File: src/rtl/raw_iq_pkg.sv
package raw_iq_pkg;
  localparam int CNT_W = 7;
  localparam int SEL_W = 4;
  localparam int NUM_RATES = 6;

  typedef struct packed {
    logic             ok;
    logic [CNT_W-1:0] len;
    logic [CNT_W-1:0] full_cw;
    logic             half_cw;
  } rate_cfg_t;

  function automatic rate_cfg_t decode_rate(input logic [SEL_W-1:0] sel);
    rate_cfg_t c;
    c.ok      = 1'b1;
    c.half_cw = 1'b0;
    case (sel)
      4'd0: begin c.len = CNT_W'(8);  c.full_cw = CNT_W'(0); c.half_cw = 1'b1; end
      4'd1: begin c.len = CNT_W'(16); c.full_cw = CNT_W'(1); end
      4'd2: begin c.len = CNT_W'(32); c.full_cw = CNT_W'(2); end
      4'd3: begin c.len = CNT_W'(40); c.full_cw = CNT_W'(2); c.half_cw = 1'b1; end
      4'd4: begin c.len = CNT_W'(64); c.full_cw = CNT_W'(4); end
      4'd5: begin c.len = CNT_W'(80); c.full_cw = CNT_W'(5); end
      default: begin c.ok = 1'b0; c.len = CNT_W'(1); c.full_cw = CNT_W'(0); end
    endcase
    return c;
  endfunction
endpackage

File: src/rtl/raw_iq_rate_decode.sv
module raw_iq_rate_decode
  import raw_iq_pkg::*;
(
  input  logic [SEL_W-1:0] rate_sel_i,
  output rate_cfg_t        cfg_o
);
  always_comb cfg_o = decode_rate(rate_sel_i);
endmodule

File: src/rtl/raw_iq_pos_counter.sv
module raw_iq_pos_counter
  import raw_iq_pkg::*;
(
  input  logic             clk,
  input  logic             rst_n,
  input  logic             clr_i,
  input  logic             load_i,
  input  logic             adv_i,
  input  logic [CNT_W-1:0] len_i,
  output logic [CNT_W-1:0] cnt_o,
  output logic [CNT_W-1:0] cnt_next_o
);
  logic [CNT_W-1:0] cnt_q, cnt_d;
  logic             at_end;

  assign at_end = (cnt_q >= (len_i - CNT_W'(1)));

  always_comb begin
    if (clr_i || load_i)  cnt_d = '0;
    else if (adv_i)       cnt_d = at_end ? '0 : cnt_q + CNT_W'(1);
    else                  cnt_d = cnt_q;
  end

  always_ff @(posedge clk) begin
    if (!rst_n) cnt_q <= '0;
    else        cnt_q <= cnt_d;
  end

  assign cnt_o      = cnt_q;
  assign cnt_next_o = cnt_d;

  // frame start reloads the count
  a_r2_reload: assert property (@(posedge clk) disable iff (!rst_n)
    load_i |=> (cnt_q == '0));
  // with a steady length the count stays inside the frame
  a_r2_in_range: assert property (@(posedge clk) disable iff (!rst_n)
    (cnt_q < len_i) |=> ((cnt_q < len_i) || !$stable(len_i)));
  // no enable, no frame start, no clear: count holds
  a_r3_hold: assert property (@(posedge clk) disable iff (!rst_n)
    (!adv_i && !load_i && !clr_i) |=> $stable(cnt_q));
  // at or past the last position an advance returns to 0
  a_r10_wrap: assert property (@(posedge clk) disable iff (!rst_n)
    (adv_i && (cnt_q >= (len_i - CNT_W'(1)))) |=> (cnt_q == '0));
  // an invalid rate clears the count
  a_r9_clear: assert property (@(posedge clk) disable iff (!rst_n)
    clr_i |=> (cnt_q == '0));
endmodule

File: src/rtl/raw_iq_tx_path.sv
module raw_iq_tx_path
  import raw_iq_pkg::*;
#(
  parameter int DATA_W = 16
)(
  input  logic              clk,
  input  logic              rst_n,
  input  rate_cfg_t         cfg_i,
  input  logic [CNT_W-1:0]  count_i,
  input  logic [DATA_W-1:0] tx_data_i,
  output logic [DATA_W-1:0] line_tx_o
);
  localparam int NBYTES = DATA_W / 8;

  logic              slot_full, slot_half;
  logic [DATA_W-1:0] masked;
  logic [DATA_W-1:0] line_q;

  assign slot_full = (count_i < cfg_i.full_cw);
  assign slot_half = cfg_i.half_cw && (count_i == cfg_i.full_cw);

  for (genvar b = 0; b < NBYTES; b++) begin : g_byte
    logic kill;
    if (b == 0) begin : g_low
      assign kill = slot_full || slot_half;
    end else begin : g_high
      assign kill = slot_full;
    end
    assign masked[b*8 +: 8] = kill ? 8'h00 : tx_data_i[b*8 +: 8];
  end

  always_ff @(posedge clk) begin
    if (!rst_n)         line_q <= '0;
    else if (!cfg_i.ok) line_q <= '0;
    else                line_q <= masked;
  end

  assign line_tx_o = line_q;

  // fully reserved slot reaches the line as zero
  a_r7_full_zero: assert property (@(posedge clk) disable iff (!rst_n)
    slot_full |=> (line_tx_o == '0));
  // half reserved slot has its low byte zeroed
  a_r7_half_zero: assert property (@(posedge clk) disable iff (!rst_n)
    slot_half |=> (line_tx_o[7:0] == 8'h00));
  // invalid select drives zero on the line
  a_r9_line_zero: assert property (@(posedge clk) disable iff (!rst_n)
    !cfg_i.ok |=> (line_tx_o == '0));
endmodule

File: src/rtl/raw_iq_rx_path.sv
module raw_iq_rx_path
  import raw_iq_pkg::*;
#(
  parameter int DATA_W = 16
)(
  input  logic              clk,
  input  logic              rst_n,
  input  rate_cfg_t         cfg_i,
  input  logic [CNT_W-1:0]  count_i,
  input  logic [CNT_W-1:0]  count_next_i,
  input  logic [DATA_W-1:0] line_rx_i,
  output logic [DATA_W-1:0] rx_data_o,
  output logic              rx_valid_o
);
  logic [DATA_W-1:0] data_q;
  logic              valid_q;

  always_ff @(posedge clk) begin
    if (!rst_n) begin
      data_q  <= '0;
      valid_q <= 1'b0;
    end else begin
      data_q  <= line_rx_i;
      valid_q <= cfg_i.ok && (count_next_i == '0);
    end
  end

  assign rx_data_o  = data_q;
  assign rx_valid_o = valid_q;

  // the valid strobe only ever marks position 0
  a_r5_valid_at_zero: assert property (@(posedge clk) disable iff (!rst_n)
    rx_valid_o |-> (count_i == '0));
  // no strobe after an invalid select
  a_r9_no_valid: assert property (@(posedge clk) disable iff (!rst_n)
    !cfg_i.ok |=> !rx_valid_o);
endmodule

File: src/rtl/raw_iq_adapter.sv
module raw_iq_adapter
  import raw_iq_pkg::*;
#(
  parameter int DATA_W = 16
)(
  input  logic              clk,
  input  logic              rst_n,
  input  logic              frame_start_i,
  input  logic              tx_enable_i,
  input  logic [3:0]        rate_sel_i,
  input  logic [DATA_W-1:0] line_rx_i,
  output logic [DATA_W-1:0] line_tx_o,
  input  logic [DATA_W-1:0] tx_data_i,
  output logic [6:0]        tx_count_o,
  output logic [DATA_W-1:0] rx_data_o,
  output logic [6:0]        rx_count_o,
  output logic              rx_valid_o
);
  rate_cfg_t        cfg;
  logic [CNT_W-1:0] tx_cnt, tx_cnt_next;
  logic [CNT_W-1:0] rx_cnt, rx_cnt_next;

  raw_iq_rate_decode u_decode (
    .rate_sel_i (rate_sel_i),
    .cfg_o      (cfg)
  );

  raw_iq_pos_counter u_tx_cnt (
    .clk        (clk),
    .rst_n      (rst_n),
    .clr_i      (!cfg.ok),
    .load_i     (frame_start_i),
    .adv_i      (tx_enable_i),
    .len_i      (cfg.len),
    .cnt_o      (tx_cnt),
    .cnt_next_o (tx_cnt_next)
  );

  raw_iq_pos_counter u_rx_cnt (
    .clk        (clk),
    .rst_n      (rst_n),
    .clr_i      (!cfg.ok),
    .load_i     (frame_start_i),
    .adv_i      (1'b1),
    .len_i      (cfg.len),
    .cnt_o      (rx_cnt),
    .cnt_next_o (rx_cnt_next)
  );

  raw_iq_tx_path #(.DATA_W(DATA_W)) u_tx (
    .clk       (clk),
    .rst_n     (rst_n),
    .cfg_i     (cfg),
    .count_i   (tx_cnt),
    .tx_data_i (tx_data_i),
    .line_tx_o (line_tx_o)
  );

  raw_iq_rx_path #(.DATA_W(DATA_W)) u_rx (
    .clk          (clk),
    .rst_n        (rst_n),
    .cfg_i        (cfg),
    .count_i      (rx_cnt),
    .count_next_i (rx_cnt_next),
    .line_rx_i    (line_rx_i),
    .rx_data_o    (rx_data_o),
    .rx_valid_o   (rx_valid_o)
  );

  assign tx_count_o = tx_cnt;
  assign rx_count_o = rx_cnt;

  wire unused_tx_next = ^tx_cnt_next;
endmodule

File: config.mk
export PLATFORM = sky130hd
export DESIGN_NAME = raw_iq_adapter
export DESIGN_NICKNAME = d
export VERILOG_FILES = /design/src/rtl/raw_iq_pkg.sv /design/src/rtl/raw_iq_rate_decode.sv /design/src/rtl/raw_iq_pos_counter.sv /design/src/rtl/raw_iq_tx_path.sv /design/src/rtl/raw_iq_rx_path.sv /design/src/rtl/raw_iq_adapter.sv
export SDC_FILE = /design/constraint.sdc
export NUM_CORES = 1
export LEC_CHECK = 0
export ABC_AREA = 1
export CAP_MARGIN = 5
export CORE_UTILIZATION = 42
export DETAILED_ROUTE_END_ITERATION = 10
export PLACE_DENSITY = 0.79
export SETUP_SLACK_MARGIN = 0.05
export SKIP_CTS_REPAIR_TIMING = 1
export SLEW_MARGIN = 20
export SYNTH_ARGS = -nofsm -noshare
export SYNTH_HDL_FRONTEND = slang
export SYNTH_SLANG_ARGS = --single-unit
File: constraint.sdc
create_clock -name clk -period 2.27 [get_ports clk]
set_input_delay 0.227 -clock clk [delete_from_list [all_inputs] [get_ports clk]]
set_output_delay 0.227 -clock clk [all_outputs]
set_load 0.01 [all_outputs]
== Word-level counts from Yosys, hierarchy flattened ==
Index checks and enable logic that the tools add are counted.
Storage, ports and cells
  bits in registers: 47
  latch bits: 0
  memory bits (writable): 0
  ROM bits: 0
  input bits: 40
  output and inout bits: 47
  word-level logic and storage cells: 38
  memories: 0
Operators by class
  add/subtract/negate cells: 3
  multiply operators: 0
  div/mod/pow operators: 0
  magnitude comparators: 3
  eq/ne operators: 6
  shifts and indexed selects: 0
  muxes and demuxes: 6
  bitwise logic cells: 2
  reductions and logical operators: 12
Operators with widths (number)
  $pmux W14 S6: 1
  $mux W7: 3
  $add A7 B1 Y7 const B: 2
  $ge A7 B7 Y1: 2
  $eq A4 B2 Y1 const B: 2
  $eq A4 B3 Y1 const B: 2
  $eq A7 B7 Y1: 1
  $logic_not A7 Y1: 1
  $lt A7 B7 Y1: 1
  $sub A7 B1 Y7 const B: 1
  $reduce_or A3 Y1: 2
  $reduce_or A6 Y1: 1
  $eq A4 B1 Y1 const B: 1
  $logic_not A4 Y1: 1
  $reduce_or A2 Y1: 2
  $logic_and A1 B1 Y1: 2
  $logic_or A1 B1 Y1: 2
  $mux W1: 2
  $not A1 Y1: 2
  $logic_not A1 Y1: 1

== Depth between registers and ports, before layout ==
  depth after elaboration: 8
  mapped depth: 14
  depth with buffers taken out: 14

== Modules after synthesis ==
A second synthesis with hierarchy kept.
Second synthesis, totals
  cells, all modules: 361
  area total of the unflattened synthesis: 2717.6 um^2
Modules (own cells, without submodules)
  raw_iq_pos_counter: instances 2, cells an instance 94, area each 690.7 um^2, sequential area each 140.1 um^2
  raw_iq_tx_path: instances 1, cells an instance 86, area each 669.4 um^2, sequential area each 320.3 um^2
  raw_iq_rx_path: instances 1, cells an instance 59, area each 524.3 um^2, sequential area each 340.3 um^2
  raw_iq_rate_decode: instances 1, cells an instance 26, area each 135.1 um^2, sequential area each 0.0 um^2
  raw_iq_adapter: instances 1, cells an instance 2, area each 7.5 um^2, sequential area each 0.0 um^2

== Worst setup path before layout ==
No wires, ideal clock.
  path type: in2reg
  start point: in rate_sel_i[2]
  end point: reg u_rx.valid_q (netlist: u_rx.rx_valid_o)
  library setup time: 0.111 ns
  arrival time: 1.977 ns
  required time: 2.159 ns
  slack: 0.183 ns
  cell stages on the path: 12
  path buffers: 0
  cells stage by stage: a21oi_2 > inv_1 > or2_1 > or2_1 > ha_1 > nand2_1 > nor2_1 > a21boi_2 > nor2_1 > o21ai_0 > nand2_1 > nor2_1
On the way
  word-level cells in the longest chain between the ends: 8
  elaborated cells on any way between the ends: 17
  classes of those cells: add/sub (1); order compare (1); eq/ne (5); mux (4); reduce/logical (6)
RTL lines
  start, declared: RTL line raw_iq_adapter.sv:10  | input logic [3:0] rate_sel_i,
  $eq A4 B3 Y1, or another cell as far along: RTL line raw_iq_pkg.sv:17  | case (sel)
  $pmux W14 S6 / $reduce_or A6 Y1 (equally long branches)
  $sub A7 B1 Y7 / $mux W1 (equally long branches): RTL line raw_iq_pos_counter.sv:16, raw_iq_pkg.sv:17
  $ge A7 B7 Y1 / $logic_not A1 Y1 (equally long branches)
  $mux W7 / $logic_or A1 B1 Y1 (equally long branches): RTL line raw_iq_pos_counter.sv:20, raw_iq_pos_counter.sv:19
  $mux W7: RTL line raw_iq_pos_counter.sv:19  | if (clr_i || load_i) cnt_d = '0;
  $logic_not A7 Y1: RTL line raw_iq_rx_path.sv:24  | valid_q <= cfg_i.ok && (count_next_i == '0);
  $logic_and A1 B1 Y1 *: RTL line raw_iq_rx_path.sv:24
  end signal, assigned: RTL line raw_iq_rx_path.sv:24
  end, declared: RTL line raw_iq_rx_path.sv:16  | logic valid_q;
Every way passes the cells marked *; elsewhere a longest branch is shown, timed or not.
A chain may end at the register's enable or synchronous reset.

== Worst setup path in the final report ==
  start point: in rate_sel_i[1]
  end point: reg u_rx.valid_q (netlist: u_rx.rx_valid_o)
Same word-level chain as after synthesis.

==> metrics.md <==
| Metric | Value |
|---|---|
| Run status | `finished, final reports clean` |
| Post-route core utilization | `69.22%` |
| Length of the first detailed-routing pass in iterations | `4` |
| Sum of internal, switching and leakage power | `1.641 mW` |
| Cell-internal power | `1.258 mW` |
| TritonCTS Sinks | `47` |
| Kind of start point of the critical path | `input pin` |
| Number of nets in the final layout | `432` |
| TritonCTS clock tree | `built` |
| Effective utilization at floorplan | `43.89%` |
| Chip height | `72.26 µm` |
| Delay of the slowest cell on the worst path | `0.27 ns` |
| Fraction of layout cells with a size suffix above 1 | `9.358%` |
| Setup repair after global routing missed its margin | `no` |
| Number of I/O port buffers | `86` |
| FF-to-FF setup slack | `0.47 ns` |
| Number of buffers added by the clock tree synthesis step | `5` |
| Final TNS setup | `0 ns` |
| Ant. Diodes | `0` |
| Count of routing violations after the opening detailed-route iteration | `68` |
| Fin Clk Skew | `0.005463 ns` |
| Endpoint with the worst hold slack | `u_tx.line_tx_o[1]` |
| Distinct cell type count of the synthesized netlist | `24` |
| Instance count after placement with tap cells included | `432` |
| Max VDD drop | `0.3387 mV` |
| Placement Setup Slack | `-0.3935 ns` |
| Count of standard-cell rows | `25` |
| Remaining Overflow, GRT | `0` |
| Top cell family by delay on the critical path | `simple AND/OR/NAND/NOR gates` |
| H-Tree Depth | `2` |
| Post-Route WL | `4765 µm` |
| Routed via count divided by cell count | `4.519` |
| Period utilisation layout | `87.47%` |
| Hold path cells | `3` |
| DR DRC count | `0` |
| Finished layout cell area | `0.003269 mm²` |
| Number of storage elements in the synthesis netlist | `47` |
| Min-delay worst type | `input pin to flip-flop` |
| Series of cell instances along the critical path | `dlymetal6s2s_1, inv_1, or2_1, nand2_1, nor3_1, or2_1, or2_4, ha_4, nand2_1, nor2_2, a21boi_4, nor2_4, o21ai_1, nand2_1, nor2_1` |
| Sequential share of the synthesized area | `45.38%` |
| Slew at the pin with the worst max-slew slack | `0.4432 ns` |
| Type of element capturing the critical path | `flip-flop` |
| Critical hold path startpoint | `tx_data_i[1]` |
| Highest fanout seen on the critical path | `4` |
| Class of the most critical setup path | `input pin to flip-flop` |
| Worst hold slack | `0.4513 ns` |
| Io pins | `87` |
| Synth Warn # | `0` |
| Max Cap Violations | `0` |
| Detailed placer's ending HPWL | `3658 µm` |
| Part of the power in the clock network | `31.0%` |
| Cell chosen for the clock root | `clkbuf_8` |
| Netlist area before placement | `0.002073 mm²` |
| Vias in the first global route | `1725` |
| Floorplan die area | `0.005222 mm²` |
| Fmax | `503.6 MHz` |
| Cell Area, Placed | `0.003092 mm²` |
| Clock transition at the registers of the reported paths | `0.08 ns` |
| Most common cell after layout, fill and taps aside | `clkdlybuf4s50_1` |
| Shortest clock period the worst path allows after layout | `1.986 ns` |
| Critical-path top delay cell | `or2_4` |
| Worst slew margin relative to its limit | `70.14%` |
| Initial antenna violation count | `0` |
| Die width | `72.26 µm` |
| Final worst slack | `0.2843 ns` |
| Endpoint of the worst-slack reg-to-reg timing path | `u_rx_cnt.cnt_o[4]` |
| Worst reg2reg path depth | `6` |
| Number of nets with antenna violations after routing | `0` |
| Wire length per cell | `10.80 µm` |
| Area grow syn2layout | `57.69%` |
| Proportion of power drawn by combinational gates | `16.7%` |
| Final Hold Vio Count | `0` |
| Later-pin clock latency in the skew report | `0.28 ns` |
| Synth Area per Inst | `7.679 µm²` |
| Number of max-slew violations in the final report | `0` |
| Commonest cells after routing, fill and taps aside | `clkdlybuf4s50_1 (82), nand2_1 (59), inv_1 (52)` |
| Wire length of the first global-routing pass | `7307 µm` |
| P per Cell Area | `502.0 mW/mm²` |
| Final std cells w/o fill | `441` |
| Critical path buffers and inverters | `2` |
| Pleak | `1.586 nW` |
| GRT Util Overall | `17.62%` |
| Launch point of the worst reg-to-reg path | `u_rx_cnt.cnt_o[0]` |
| Required time worst endpoint | `2.50 ns` |
| Cells after synthesis | `270` |
| Syn nets | `329` |
| Cell type with the highest occurrence count on the critical path | `nand2_1` |
| Switching part of the total | `23.35%` |
| Buffers from clock root to sink, at most | `2` |
| Critical Path AT | `2.22 ns` |
| Maximum number of pins on one net before global-route repair | `17` |
| Psw | `0.3833 mW` |
| Seq pwr share | `52.3%` |
| Number of vias after detailed routing | `1993` |
| Number of setup violations in the final report | `0` |
| RePlAce Congestion | `0.8223` |
| Floorplan core area | `0.004723 mm²` |
## worst max-delay path by stage
stage                             start                 to  slack, ns  cells after the start
final                     rate_sel_i[1]    u_rx.rx_valid_o       0.28                     15
after global routing      rate_sel_i[1]    u_rx.rx_valid_o       0.13                     15
after CTS                 rate_sel_i[1]  u_tx_cnt.cnt_o[6]      -0.10                     15
after detailed placement  rate_sel_i[1]    u_rx.rx_valid_o      -0.39                     15
after global placement    rate_sel_i[1]    u_rx.rx_valid_o      -0.35                     15
after floorplan           rate_sel_i[2]    u_rx.rx_valid_o       0.18                     12
## power groups by stage
stage | clock network (mW) | registers, mW | logic [mW]
after floorplan | 0 | 0.893 | 0.0853
after global placement | 0 | 0.877 | 0.253
after detailed placement | 0 | 0.879 | 0.258
after CTS | 0.525 | 0.859 | 0.260
after global routing | 0.561 | 0.862 | 0.301
final | 0.508 | 0.859 | 0.274
## layer usage
layer  vias to the layer above  routed length, µm  share of wire (%)  global-route usage [%]
met5                         -                  0                  0                       0
met3                         6                307                6.4                   3.750
met1                       882               2068                 43                   22.14
li1                       1038                  -                  -                       -
met2                        67               2337                 49                   30.63
met4                         0                 52                1.1                   4.575
## flip-flops by register name (all words and copies together) (netlist names)
signal	cells
u_rx.rx_data_o	16
u_tx.line_tx_o	16
u_rx_cnt.cnt_o	7
u_tx_cnt.cnt_o	7
u_rx.rx_valid_o	1
## cell type report
type / instances / area [µm²]
fill: 378 / 1454
multi-input combinational: 168 / 989.7
timing repair buffer: 98 / 960.9
sequential: 47 / 940.9
inverter: 53 / 198.9
clock buffer: 7 / 86.33
tap: 67 / 83.83
clock inverter: 1 / 8.758
## logic make-up after synthesis
| family | synth area share [%] |
|---|---|
| simple gates | 25.95 |
| buf+inv | 10.02 |
| flops | 45.38 |
| fa+ha+maj | 11.47 |
| compound gates | 5.069 |
| xor+xnor | 2.112 |
## synth_stat cells
cell | number | share of area [%]
nand3_2 | 1 | 0.48
nand4_1 | 4 | 1.2
nand3b_1 | 1 | 0.36
clkbuf_1 | 1 | 0.18
a21oi_1 | 7 | 1.7
nor4_1 | 4 | 1.2
nor2_1 | 38 | 6.9
or2_2 | 1 | 0.30
o21a_1 | 1 | 0.36
inv_1 | 52 | 9.4
o211ai_1 | 3 | 1.1
nand3_1 | 9 | 2.2
buf_2 | 1 | 0.24
nor3_1 | 4 | 0.97
a21oi_2 | 1 | 0.42
clkinv_1 | 1 | 0.18
or2_1 | 3 | 0.91
or3b_2 | 1 | 0.42
a21boi_2 | 1 | 0.54
xor2_1 | 5 | 2.1
nand2_1 | 61 | 11
dfxtp_1 | 47 | 45
ha_1 | 19 | 11
o21ai_0 | 4 | 0.97
## worst min-delay path, delay by kind of cell
family	cells	cell delay, ns
buffers and inverters	2	0.44
and+or+nand+nor	1	0.03
Note: power is estimated with default switching activity, not from simulation.
